<file path="config.mk">
export PLATFORM = sky130hd
export DESIGN_NAME = fault_latch_bank
export DESIGN_NICKNAME = d
export VERILOG_FILES = /design/src/rtl/fault_bank_pkg.sv /design/src/rtl/flt_sync.sv /design/src/rtl/flt_sticky.sv /design/src/rtl/flt_frame.sv /design/src/rtl/fault_latch_bank.sv
export SDC_FILE = /design/constraint.sdc
export NUM_CORES = 1
export LEC_CHECK = 0
export BUFFER_PORTS_ARGS = -buffer_cell sky130_fd_sc_hd__buf_2
export CORE_MARGIN = 8
export CORE_UTILIZATION = 48
export DETAILED_ROUTE_END_ITERATION = 16
export PLACE_DENSITY = 0.93
export SLEW_MARGIN = 20
export SYNTH_ARGS = -nofsm -noshare
export SYNTH_HDL_FRONTEND = slang
export SYNTH_SLANG_ARGS = --single-unit
</file>
<file path="constraint.sdc">
create_clock -name clk -period 2.5 [get_ports clk]
set_clock_uncertainty 0.15 [all_clocks]
set_input_delay 0.125 -clock clk [delete_from_list [all_inputs] [get_ports clk]]
set_output_delay 0.125 -clock clk [all_outputs]
set_load 0.01 [all_outputs]
</file>
<file path="src/rtl/fault_bank_pkg.sv">
package fault_bank_pkg;
   localparam int NUM_DET = 9;
   localparam int REG_W   = 8;

   // detector input positions
   localparam int DI_CHK = 0;
   localparam int DI_CST = 1;
   localparam int DI_POR = 2;
   localparam int DI_NVM = 3;
   localparam int DI_Q   = 4;
   localparam int DI_PLL = 5;
   localparam int DI_UV  = 6;
   localparam int DI_OV  = 7;
   localparam int DI_AMP = 8;

   // low register positions
   localparam int LO_CHK = 1;
   localparam int LO_CST = 2;
   localparam int LO_PWR = 3;
   localparam int LO_POR = 4;
   localparam int LO_NVM = 5;
   localparam int LO_Q   = 6;
   localparam int LO_PLL = 7;

   // high register positions
   localparam int HI_UV   = 4;
   localparam int HI_OV   = 5;
   localparam int HI_AMP  = 6;
   localparam int HI_FAIL = 7;

   typedef enum logic [1:0] {
      ST_INVALID  = 2'b00,
      ST_VALID    = 2'b01,
      ST_DEGRADED = 2'b10
   } rsp_status_e;
endpackage

</file>
<file path="src/rtl/flt_sync.sv">
module flt_sync #(
   parameter int WIDTH  = 1,
   parameter int STAGES = 2
) (
   input  logic             clk,
   input  logic             rst_n,
   input  logic [WIDTH-1:0] d_i,
   output logic [WIDTH-1:0] q_o
);
   generate
      if (STAGES < 2) begin : g_bad
         $error("flt_sync: STAGES must be at least 2");
      end
   endgenerate

   logic [WIDTH-1:0] stg [STAGES];

   genvar s;
   generate
      for (s = 0; s < STAGES; s++) begin : g_stage
         if (s == 0) begin : g_first
            always_ff @(posedge clk or negedge rst_n) begin
               if (!rst_n) stg[0] <= '0;
               else        stg[0] <= d_i;
            end
         end else begin : g_next
            always_ff @(posedge clk or negedge rst_n) begin
               if (!rst_n) stg[s] <= '0;
               else        stg[s] <= stg[s-1];
            end
         end
      end
   endgenerate

   assign q_o = stg[STAGES-1];
endmodule

</file>
<file path="src/rtl/flt_sticky.sv">
module flt_sticky #(
   parameter int WIDTH = 8
) (
   input  logic             clk,
   input  logic             rst_n,
   input  logic             clr_i,
   input  logic [WIDTH-1:0] set_i,
   output logic [WIDTH-1:0] q_o
);
   generate
      if (WIDTH < 1) begin : g_bad
         $error("flt_sticky: WIDTH must be positive");
      end
   endgenerate

   genvar b;
   generate
      for (b = 0; b < WIDTH; b++) begin : g_bit
         // set has priority over the read clear
         always_ff @(posedge clk or negedge rst_n) begin
            if (!rst_n)     q_o[b] <= 1'b0;
            else if (clr_i) q_o[b] <= set_i[b];
            else            q_o[b] <= q_o[b] | set_i[b];
         end
      end
   endgenerate
endmodule

</file>
<file path="src/rtl/flt_frame.sv">
module flt_frame
   import fault_bank_pkg::*;
(
   input  logic             stb_i,
   input  logic [REG_W-1:0] lo_i,
   input  logic             amp_i,
   output logic [REG_W-1:0] fault_o,
   output logic [1:0]       status_o
);
   logic [REG_W-1:0] merged;
   rsp_status_e      code;

   always_comb begin
      merged         = lo_i;
      merged[LO_CST] = lo_i[LO_CST] | amp_i;
      if (lo_i[LO_PLL])      code = ST_INVALID;
      else if (merged != '0) code = ST_DEGRADED;
      else                   code = ST_VALID;
   end

   assign fault_o  = stb_i ? merged : '0;
   assign status_o = stb_i ? code : 2'b00;
endmodule

</file>
<file path="src/rtl/fault_latch_bank.sv">
module fault_latch_bank
   import fault_bank_pkg::*;
#(
   parameter int                SYNC_STAGES = 2,
   parameter int                ADDR_W      = 8,
   parameter logic [ADDR_W-1:0] FAULT_ADDR  = 'h0A
) (
   input  logic                 clk,
   input  logic                 rst_n,
   input  logic [NUM_DET-1:0]   det_i,
   input  logic                 rd_stb_i,
   input  logic [ADDR_W-1:0]    rd_addr_i,
   output logic [2*REG_W-1:0]   rd_data_o,
   input  logic                 rsp_stb_i,
   output logic [REG_W-1:0]     rsp_fault_o,
   output logic [1:0]           rsp_status_o
);
   localparam int BANK_W = 2 * REG_W;

   generate
      if (ADDR_W < 4) begin : g_bad_addr
         $error("fault_latch_bank: ADDR_W too small for the fault address");
      end
   endgenerate

   logic [NUM_DET-1:0] sync_det;
   logic [REG_W-1:0]   set_lo, set_hi;
   logic [BANK_W-1:0]  bank_q;
   logic [REG_W-1:0]   fault_lo, fault_hi;
   logic               clr_hit;

   flt_sync #(.WIDTH(NUM_DET), .STAGES(SYNC_STAGES)) u_sync (
      .clk   (clk),
      .rst_n (rst_n),
      .d_i   (det_i),
      .q_o   (sync_det)
   );

   always_comb begin
      set_lo          = '0;
      set_lo[LO_PLL]  = sync_det[DI_PLL];
      set_lo[LO_Q]    = sync_det[DI_Q];
      set_lo[LO_NVM]  = sync_det[DI_NVM];
      set_lo[LO_POR]  = sync_det[DI_POR];
      set_lo[LO_PWR]  = sync_det[DI_OV] | sync_det[DI_UV];
      set_lo[LO_CST]  = sync_det[DI_CST];
      set_lo[LO_CHK]  = sync_det[DI_CHK];
      set_hi          = '0;
      set_hi[HI_FAIL] = sync_det[DI_PLL];
      set_hi[HI_AMP]  = sync_det[DI_AMP];
      set_hi[HI_OV]   = sync_det[DI_OV];
      set_hi[HI_UV]   = sync_det[DI_UV];
   end

   assign clr_hit = rd_stb_i && (rd_addr_i == FAULT_ADDR);

   flt_sticky #(.WIDTH(BANK_W)) u_bank (
      .clk   (clk),
      .rst_n (rst_n),
      .clr_i (clr_hit),
      .set_i ({set_hi, set_lo}),
      .q_o   (bank_q)
   );

   assign fault_lo  = bank_q[REG_W-1:0];
   assign fault_hi  = bank_q[BANK_W-1:REG_W];
   assign rd_data_o = clr_hit ? bank_q : '0;

   flt_frame u_frame (
      .stb_i    (rsp_stb_i),
      .lo_i     (fault_lo),
      .amp_i    (fault_hi[HI_AMP]),
      .fault_o  (rsp_fault_o),
      .status_o (rsp_status_o)
   );
endmodule

</file>
==> metrics.csv, run 1 <==
metric,value,unit
Num CTS Buffers,5,
worst r2r src,u_bank.q_o[3],
synthesized area,1060,um2
nets@finish,152,
"Top FF cell, synth",dfrtp_1,
sw frac,20.9,%
vias in the first global route,814,
core area,2150,um2
Final Hold Fails,0,
"Avg Cell Area, Syn",13.7,um2
internal power,0.677,mW
Max Fclk,602,MHz
"Area growth, synth to finish",34.4,%
clk sink count,29,
hold path depth,0,
die area,3960,um2
Post-synth top cells,"29 x dfrtp_1, 17 x and2_1, 10 x a21o_1, 8 x buf_4",
largest net degree at the start of global routing,30,
crit path DAT,1390,ps
async set-reset flop share out of synthesis,100,%
routability cong.,0.702,
layout cell share with drive strength beyond 1,37.1,%
Max VDD drop,0.610,mV
Flop pwr share,57.2,%
CTS tree,yes,
routed vias/inst,4.57,
Die W,63.0,um
CP Class,flip-flop to output port,
Synth area leaders,"dfrtp_1 69%, and2_1 10%, a21o_1 7.1%",
MaxCap Viol Count,0,
"Min Clock Period, post-route",1660,ps
die height,63.0,um
"EDFF count, synth",0,
Synth Register Bits,29,
initial antenna violation count,0,
non-filler instance count after layout,160,
Psw,0.179,mW
Final period util,66.4,%
crit path capture type,output port,
Max clock buf depth,2,
Worst Path Max Fanout,4,
DR pass1 iterations,4,
post-CTS sizing,0,
combinational fraction of design power,6.8,%
clock latency on the worst-skew pair,310,ps
Root Buffer,clkbuf_4,
Final setup viols,0,
top-count cell post-synth,dfrtp_1,
effective utilization at floorplan,49.3,%
worst r2r dst,u_bank.q_o[3],
Critical Path Max Stage Delay,420,ps
Slew @ Worst Pin,602,ps
Worst EP required,2230,ps
Clk pwr share,36.0,%
GRT overflow,0,
Fin Setup TNS,0,ps
antenna-violating nets left,0,
"Slew Viols, Final",0,
I/O Buffers,40,
wire length per cell,13.2,um
R2R depth,1,
Final HPWL DP,1.64,mm
Yosys warning count,0,
Static Leak,0.673,nW
io pins,47,
final core occ,66.2,%
FF-to-FF setup slack,1570,ps
vias post-DR,731,
All-Layer GR Usage,11.3,%
status,"finished, final reports clean",
Hold EP,u_sync.q_o[5],
clk slew on worst S/H paths,90,ps
Critical Path Source Type,flip-flop,
RSZ-0062 raised after global routing,false,
distinct cell type count after synthesis,17,
post-synth top area cell,dfrtp_1,
Max-slew headroom,59.8,%
Syn Inst Count,77,
pwr dens,602,nW/um2
# DRC,0,
diode count,0,
beginning of the critical path,u_bank.q_o[1],
placed cells,142,
overall routed net length,2.11,mm
depth of the CTS H-tree,2,
hold wc startpoint,u_sync.stg[14],
Hold Slack,200,ps
crit-path cells,nor4_1 -> nand2_1 -> nor2_1 -> buf_2,
post-synthesis sequential area ratio,68.6,%
first-pass GRT wire length,3.51,mm
top-area cell type share of the netlist area,68.6,%
1st-iter DRT viols,14,
Hold Crit Class,flip-flop to flip-flop,
"slowest stage cell, crit path",dfrtp_1,
# rows,17,
Total Power,0.856,mW
==> power by group through the flow <==
| stage | clock, mW | combinational [mW] | sequential (mW) |
|---|---|---|---|
| after floorplan | 0 | 0.0217 | 0.497 |
| after global placement | 0 | 0.0442 | 0.497 |
| after detailed placement | 0 | 0.0469 | 0.499 |
| after CTS | 0.318 | 0.0588 | 0.489 |
| after global routing | 0.345 | 0.0655 | 0.491 |
| final | 0.308 | 0.0582 | 0.489 |
==> cell type report <==
type / count / area (um2)
fillers: 167 / 726
repair buffers: 50 / 300
clock buffers: 7 / 65.1
multi-input cells: 45 / 292
clock inverters: 1 / 5.00
flip-flops and latches: 29 / 726
well taps: 28 / 35.0
==> cells in the final DEF, fill, tap and decap left out, types with 2 or more instances in the layout <==
cell type,synthesis,routed
dfrtp_1,29,29
clkbuf_4,0,5
buf_2,0,40
conb_1,1,6
dlygate4sd3_1,0,10
and2_1,17,17
a21o_1,10,10
clkbuf_8,0,2
==> sequential cells by signal (all words and copies together) (netlist names) <==
signal and flops:
u_sync.stg 9, u_sync.q_o 9, u_bank.q_o 11
==> worst max path at each step <==
stage                       to  cells past startpoint
3_5_place_dp     u_bank.q_o[3]                      4
6_report       rsp_status_o[0]                      4
2_1_floorplan  rsp_status_o[0]                      3
3_3_place_gp     u_bank.q_o[3]                      4
5_1_grt        rsp_status_o[0]                      4
4_1_cts        rsp_status_o[0]                      4
==> what timing repair did <==
action                                 CTS  global route
hold buffers                            10             0
endpoints found under the hold margin   38             0
setup buffers                            0             0
==> through the flow <==
stage                     instance area [um2]  worst slack [ps]
after floorplan                          1080              1280
after detailed placement                 1250               827
after CTS                                1420               814
final                                    1420               839
after global routing                     1420               731
after global placement                   1250               976
==> metal layers <==
metal  GRT usage (%)  wire (um)  up-vias
li1                -          -      350
met1            9.86        746      348
met2            20.0       1120       31
met3            7.35        218        2
met4            4.27         25        0
met5               0          0        -
==> kinds of logic (layout without fill, tap and decap cells) <==
logic type	after synthesis	count (layout)	synth area share, %
compound gates	13	13	9.10
buf+inv	8	58	5.67
flops	29	29	68.6
other cells	1	6	0.354
simple gates	26	26	16.3
==> worst max-delay path, delay by kind of cell, from the launching register on <==
kind                   cells  cell delay (ps)
flip-flops                 1              420
buffers and inverters      1              130
AND/OR/NAND/NOR            3              520
Note: power is estimated with default switching activity, not from simulation.
==> inputs of run 2 (changes only) <==
--- a/config.mk
+++ b/config.mk
@@ -5,11 +5,12 @@
 export SDC_FILE = /design/constraint.sdc
 export NUM_CORES = 1
 export LEC_CHECK = 0
+export ABC_AREA = 1
 export BUFFER_PORTS_ARGS = -buffer_cell sky130_fd_sc_hd__buf_2
 export CORE_MARGIN = 8
-export CORE_UTILIZATION = 48
+export CORE_UTILIZATION = 46
 export DETAILED_ROUTE_END_ITERATION = 16
-export PLACE_DENSITY = 0.93
+export PLACE_DENSITY = 0.89
 export SLEW_MARGIN = 20
 export SYNTH_ARGS = -nofsm -noshare
 export SYNTH_HDL_FRONTEND = slang
==> constraint.sdc (replaced) <==
create_clock -name clk -period 1.59 [get_ports clk]
set_clock_uncertainty 0.15 [all_clocks]
set_input_delay 0.0795 -clock clk [delete_from_list [all_inputs] [get_ports clk]]
set_output_delay 0.0795 -clock clk [all_outputs]
set_load 0.01 [all_outputs]
==> run 2 against run 1 <==
  * Cell area increased by 11%
  * Synthesized cell count rose by 64%
  * Via count is 16% higher
  * Flip-flop and latch count unchanged
  * Critical path depth unchanged
  * Count of clock-buffer cells in the layout down 2
  * Sequential power grew 57%
  * Sequential share of layout area fell by 5.2 points
==> metrics.csv, run 2 <==
metric,value,unit
Synth Register Bits,29,
effective utilization at floorplan,48.0,%
Post-synth top cells,"32 x inv_1, 32 x nand2_1, 29 x dfrtp_1, 11 x nor2_2, 8 x nor2_1",
diode count,0,
post-synthesis sequential area ratio,62.2,%
Critical Path Max Stage Delay,410,ps
"Area growth, synth to finish",35.7,%
post-route worst setup slack,81.6,ps
"Min Clock Period, post-route",1510,ps
post-route cell area,1580,um2
Slew @ Worst Pin,586,ps
Place WS,433,ps
Max VDD drop,1.28,mV
vias post-DR,851,
Max clock buf depth,2,
clk sink count,29,
# DRC,0,
worst r2r src,u_bank.q_o[2],
nets@finish,203,
top-area cell type share of the netlist area,62.2,%
MaxCap Viol Count,0,
Max-slew headroom,60.9,%
Final HPWL DP,1.52,mm
worst r2r dst,u_bank.q_o[2],
Die W,66.4,um
R2R depth,3,
I/O Buffers,40,
placed inst area,1360,um2
GRT overflow,0,
1st-iter DRT viols,32,
Final setup viols,0,
"Avg Cell Area, Syn",9.26,um2
DR pass1 iterations,4,
status,"finished, final reports clean",
async set-reset flop share out of synthesis,100,%
Num CTS Buffers,5,
"Slew Viols, Final",0,
"commonest cells after routing, fill and taps aside","40 x buf_2, 32 x inv_1, 32 x nand2_1",
Hold Slack,167,ps
final core occ,65.1,%
crit-path cells,nor2_2 -> nand3_2 -> nor3_1 -> buf_2,
Critical Path Source Type,flip-flop,
top flop regs,"u_bank.q_o x11, u_sync.q_o x9, u_sync.stg x9",
Max Fclk,663,MHz
Synth area leaders,"dfrtp_1 62%, inv_1 10%, nand2_1 10%",
FF-to-FF setup slack,690,ps
Yosys warning count,0,
Worst EP required,1360,ps
Worst Path Max Fanout,3,
Reg with most FFs,u_bank.q_o,
Static Leak,1.02,nW
CP Class,flip-flop to output port,
"Top FF cell, synth",dfrtp_1,
CTS tree,yes,
Final period util,94.9,%
Root Buffer,clkbuf_4,
die height,66.4,um
routed vias/inst,4.00,
first-pass GRT wire length,3.42,mm
pwr dens,1000,nW/um2
largest net degree at the start of global routing,30,
# rows,18,
depth of the CTS H-tree,2,
initial antenna violation count,0,
Final Hold Fails,0,
"slowest stage cell, crit path",dfrtp_1,
io pins,47,
layout cell share with drive strength beyond 1,35.5,%
Hold Crit Class,input port to async pin,
distinct cell type count after synthesis,13,
routability cong.,0.838,
antenna-violating nets left,0,
Syn Inst Count,126,
crit path capture type,output port,
synthesized area,1170,um2
Total Power,1.58,mW
post-synth top area cell,dfrtp_1,
Largest register FFs,11,
wire length per cell,9.80,um
core area,2430,um2
crit path DAT,1280,ps
vias in the first global route,857,
clk slew on worst S/H paths,90,ps
"EDFF count, synth",0,
overall routed net length,2.09,mm
All-Layer GR Usage,9.99,%
"most common cell after layout, fill and taps aside",buf_2,
die area,4410,um2
clock latency on the worst-skew pair,310,ps
[run 2: changes by cell type in the layout (fill, tap and decap cells not counted), moves of 2 or more]
cell / previous run / this run
clkbuf_8: 2 / 0
buf_4: 0 / 3
nand3_2: 0 / 2
and2_1: 17 / 0
inv_1: 0 / 32
nor2_2: 0 / 12
a21o_1: 10 / 0
nand2_1: 1 / 32
bufinv_16: 0 / 2
nor2_1: 1 / 7
[run 2: report_power, final]
| group | switching [mW] | leakage [nW] | internal [mW] | total, mW |
|---|---|---|---|---|
| logic | 0.0523 | 0.654 | 0.0476 | 0.0999 |
| clock network | 0.231 | 0.0552 | 0.487 | 0.718 |
| registers | 0.00640 | 0.306 | 0.760 | 0.767 |
| total | 0.289 | 1.02 | 1.29 | 1.58 |
[run 2: logic make-up (layout without fill, tap and decap cells)]
kind of cell / Yosys count / after routing / share of synthesized area [%]
simple gates: 55 / 55 / 21.0
flops: 29 / 29 / 62.2
other cells: 1 / 6 / 0.321
buf+inv: 41 / 93 / 16.5
[run 2: cell type report]
class                           instances  area, um2
Clock inverter                          3       65.1
Fill cell                             200        848
Multi-Input combinational cell         61        275
Sequential cell                        29        726
Tap cell                               30       37.5
Timing Repair Buffer                   53        323
Inverter                               32        120
Clock buffer                            5       37.5
[run 2: repair_timing]
| action | in CTS | in global routing |
|---|---|---|
| gates resized for setup | 0 | 2 |
| hold buffers | 10 | 0 |
| endpoints found under the hold margin | 38 | 0 |
| buffers inserted | 0 | 2 |
| endpoints found under the setup margin | 0 | 1 |
[run 2: worst max-delay path: cells and delay by family, from the launching register on]
kind / cells / cell delay (ps)
buffers and inverters: 1 / 150
flip-flops: 1 / 410
AND/OR/NAND/NOR: 3 / 410
[run 2: worst max-delay path by stage]
stage / from / end / depth (start not counted) / slack (ps)
after detailed placement: rd_addr_i[4] / rd_data_o[13] / 8 / 430
after global routing: u_bank.q_o[2] / rsp_status_o[0] / 4 / -20
final: u_bank.q_o[2] / rsp_status_o[0] / 4 / 80
after floorplan: u_bank.q_o[14] / rsp_status_o[0] / 3 / 470
after CTS: u_bank.q_o[14] / rsp_status_o[0] / 4 / 80
after global placement: u_bank.q_o[14] / rsp_status_o[0] / 4 / 440
[run 2: stage by stage]
stage | setup TNS, ps | cells
after floorplan | 0 | 131
after global placement | 0 | 193
after detailed placement | 0 | 193
after CTS | 0 | 211
after global routing | -22.3 | 213
final | 0 | 213
[run 2: metal layers]
layer	wire length (um)	vias to the layer above	share of wire [%]	GRT usage, %
met1	851	361	41	9.92
met5	0	-	0	0
li1	-	451	-	-
met3	269	3	13	6.10
met2	952	36	46	17.0
met4	14	0	0.67	2.93
==> inputs of run 3 (changes only) <==
--- a/config.mk
+++ b/config.mk
@@ -8,10 +8,11 @@
 export ABC_AREA = 1
 export BUFFER_PORTS_ARGS = -buffer_cell sky130_fd_sc_hd__buf_2
 export CORE_MARGIN = 8
-export CORE_UTILIZATION = 46
+export CORE_UTILIZATION = 45
 export DETAILED_ROUTE_END_ITERATION = 16
-export PLACE_DENSITY = 0.89
+export PLACE_DENSITY = 0.84
 export SLEW_MARGIN = 20
 export SYNTH_ARGS = -nofsm -noshare
 export SYNTH_HDL_FRONTEND = slang
+export SYNTH_HIERARCHICAL = 1
 export SYNTH_SLANG_ARGS = --single-unit
==> run 3 against run 2 <==
  * Global-route usage up 0.33 points
  * Flip-flop and latch count rose by 5
  * Synthesized area rose by 30%
  * Critical path depth stayed put
  * Die area grew 24%
  * Critical endpoint unchanged
==> metrics.csv, run 3 <==
metric,value,unit
status,"finished, final reports clean",
# DRC,0,
FF-to-FF setup slack,560,ps
combinational fraction of design power,8.1,%
largest net degree at the start of global routing,35,
depth of the CTS H-tree,2,
diode count,0,
Root Buffer,clkbuf_4,
pwr dens,757,nW/um2
Final HPWL DP,1.94,mm
Final period util,94.4,%
clk sink count,34,
Slew @ Worst Pin,711,ps
Clk pwr share,30.3,%
crit-path cells,nor2_2 -> nand2_1 -> nor3_1 -> buf_2,
Syn Inst Count,164,
M1 WL,1.15,mm
Max VDD drop,0.506,mV
effective utilization at floorplan,46.2,%
"Top FF cell, synth",dfrtp_1,
final core occ,58.4,%
post-synthesis sequential area ratio,56.1,%
Critical Path Max Stage Delay,430,ps
clock latency on the worst-skew pair,310,ps
Hold Crit Class,input port to async pin,
Place WS,332,ps
io pins,47,
CTS tree,yes,
"EDFF count, synth",0,
GRT overflow,0,
Die W,74.1,um
Static Leak,1.16,nW
met2 wire len,1.14,mm
crit path capture type,output port,
# rows,21,
first-pass GRT wire length,4.35,mm
distinct cell type count after synthesis,18,
CP Class,flip-flop to output port,
"Area growth, synth to finish",26.6,%
I/O Buffers,46,
vias in the first global route,1023,
Max-slew headroom,52.6,%
Yosys warning count,6,
Synth area leaders,"dfrtp_1 56%, inv_1 10%, nand2_1 9.7%",
Largest register FFs,16,
DR pass1 iterations,4,
Final setup viols,0,
"commonest cells after routing, fill and taps aside","46 x buf_2, 41 x inv_1, 39 x nand2_1",
top-area cell type share of the netlist area,56.1,%
die area,5480,um2
vias post-DR,1102,
Flop pwr share,61.5,%
# fillers,291,
clk slew on worst S/H paths,90,ps
1st-iter DRT viols,44,
Final Hold Fails,0,
Critical Path Source Type,flip-flop,
Total Power,1.45,mW
"Avg Cell Area, Syn",9.25,um2
length of routed met3 wiring,309,um
core area,3280,um2
top flop regs,"u_bank/q_o x16, u_sync/q_o x9, u_sync/stg x9",
async set-reset flop share out of synthesis,100,%
All-Layer GR Usage,10.3,%
Worst EP required,1360,ps
internal power,1.14,mW
"Slew Viols, Final",0,
routed vias/inst,4.10,
"slowest stage cell, crit path",dfrtp_1,
Reg with most FFs,u_bank/q_o,
post-synth top area cell,dfrtp_1,
highest metal used,met4,
die height,74.1,um
initial antenna violation count,0,
layout cell share with drive strength beyond 1,36.3,%
"most common cell after layout, fill and taps aside",buf_2,
MaxCap Viol Count,0,
top-count cell post-synth,inv_1,
post-route worst setup slack,89.7,ps
Post-synth top cells,"41 x inv_1, 39 x nand2_1, 34 x dfrtp_1, 10 x buf_4, 9 x nor3_2",
wire length per cell,9.83,um
nets@finish,245,
overall routed net length,2.64,mm
Synth Register Bits,34,
antenna-violating nets left,0,
Max clock buf depth,2,
routability cong.,0.775,
Worst Path Max Fanout,4,
Psw,0.313,mW
synthesized area,1520,um2
crit path DAT,1270,ps
sw frac,21.5,%
"Min Clock Period, post-route",1500,ps
Max Fclk,667,MHz
Num CTS Buffers,5,
## run 3: worst paths after layout
| check | startpoint | depth (start not counted) | end |
|---|---|---|---|
| setup / recovery | u_bank/q_o[4] | 4 | rsp_status_o[0] |
| max in group asynchronous | rst_n | 2 | u_sync/stg[13] |
| hold reg to reg | u_sync/stg[9] | 0 | u_sync/q_o[0] |
| min in group clk | u_sync/stg[9] | 0 | u_sync/q_o[0] |
| hold / removal | rst_n | 2 | u_bank/q_o[11] |
| setup reg to reg | u_sync/q_o[6] | 3 | u_bank/q_o[3] |
## run 3: per-layer routing
metal / GRT usage (%) / up-vias
li1: - / 571
met1: 12.1 / 484
met2: 15.4 / 41
met3: 4.72 / 6
met4: 5.32 / 0
met5: 0 / -
## run 3: kinds of logic after synthesis
kind of cell	synth area share, %
other	0.247
flip-flops	56.1
AND/OR/NAND/NOR	25.7
buffers and inverters	18.0
## run 3: layout make-up
type	instances	area [um2]	share of cell area, %
repair buffers	62	375	19.6
multi-input cells	78	420	21.9
well taps	46	57.6	3.00
inverters	43	164	8.54
flip-flops and latches	34	851	44.3
clock buffers	6	51.3	2.67
## run 3: worst max-delay path, delay by kind of cell (launching register included)
family        cells  cell delay [ps]
buf+inv           1              160
flops             1              430
simple gates      3              370
## run 3: through the flow
step	hold WS (ps)	cell area, um2	TNS, ps	cells
2_1_floorplan	-366	1530	0	168
3_3_place_gp	17.6	1710	0	247
3_5_place_dp	20.8	1710	0	247
4_1_cts	198	1860	0	263
5_1_grt	209	1920	-13.1	269
6_report	196	1920	0	269
## run 3: timing repair
item,4_1_cts,5_1_grt
endpoints found under the hold margin,43,0
hold buffers,10,0
resized for setup,0,4
endpoints found under the setup margin,0,2
buffers inserted,0,6
## run 3: power by group through the flow
stage	Sequential [mW]	Clock, mW	Combinational, mW
CTS	0.895	0.464	0.119
floorplan	0.910	0	0.0642
finish	0.895	0.441	0.118
detailed placement	0.912	0	0.101
global route	0.897	0.514	0.134
global placement	0.911	0	0.0991
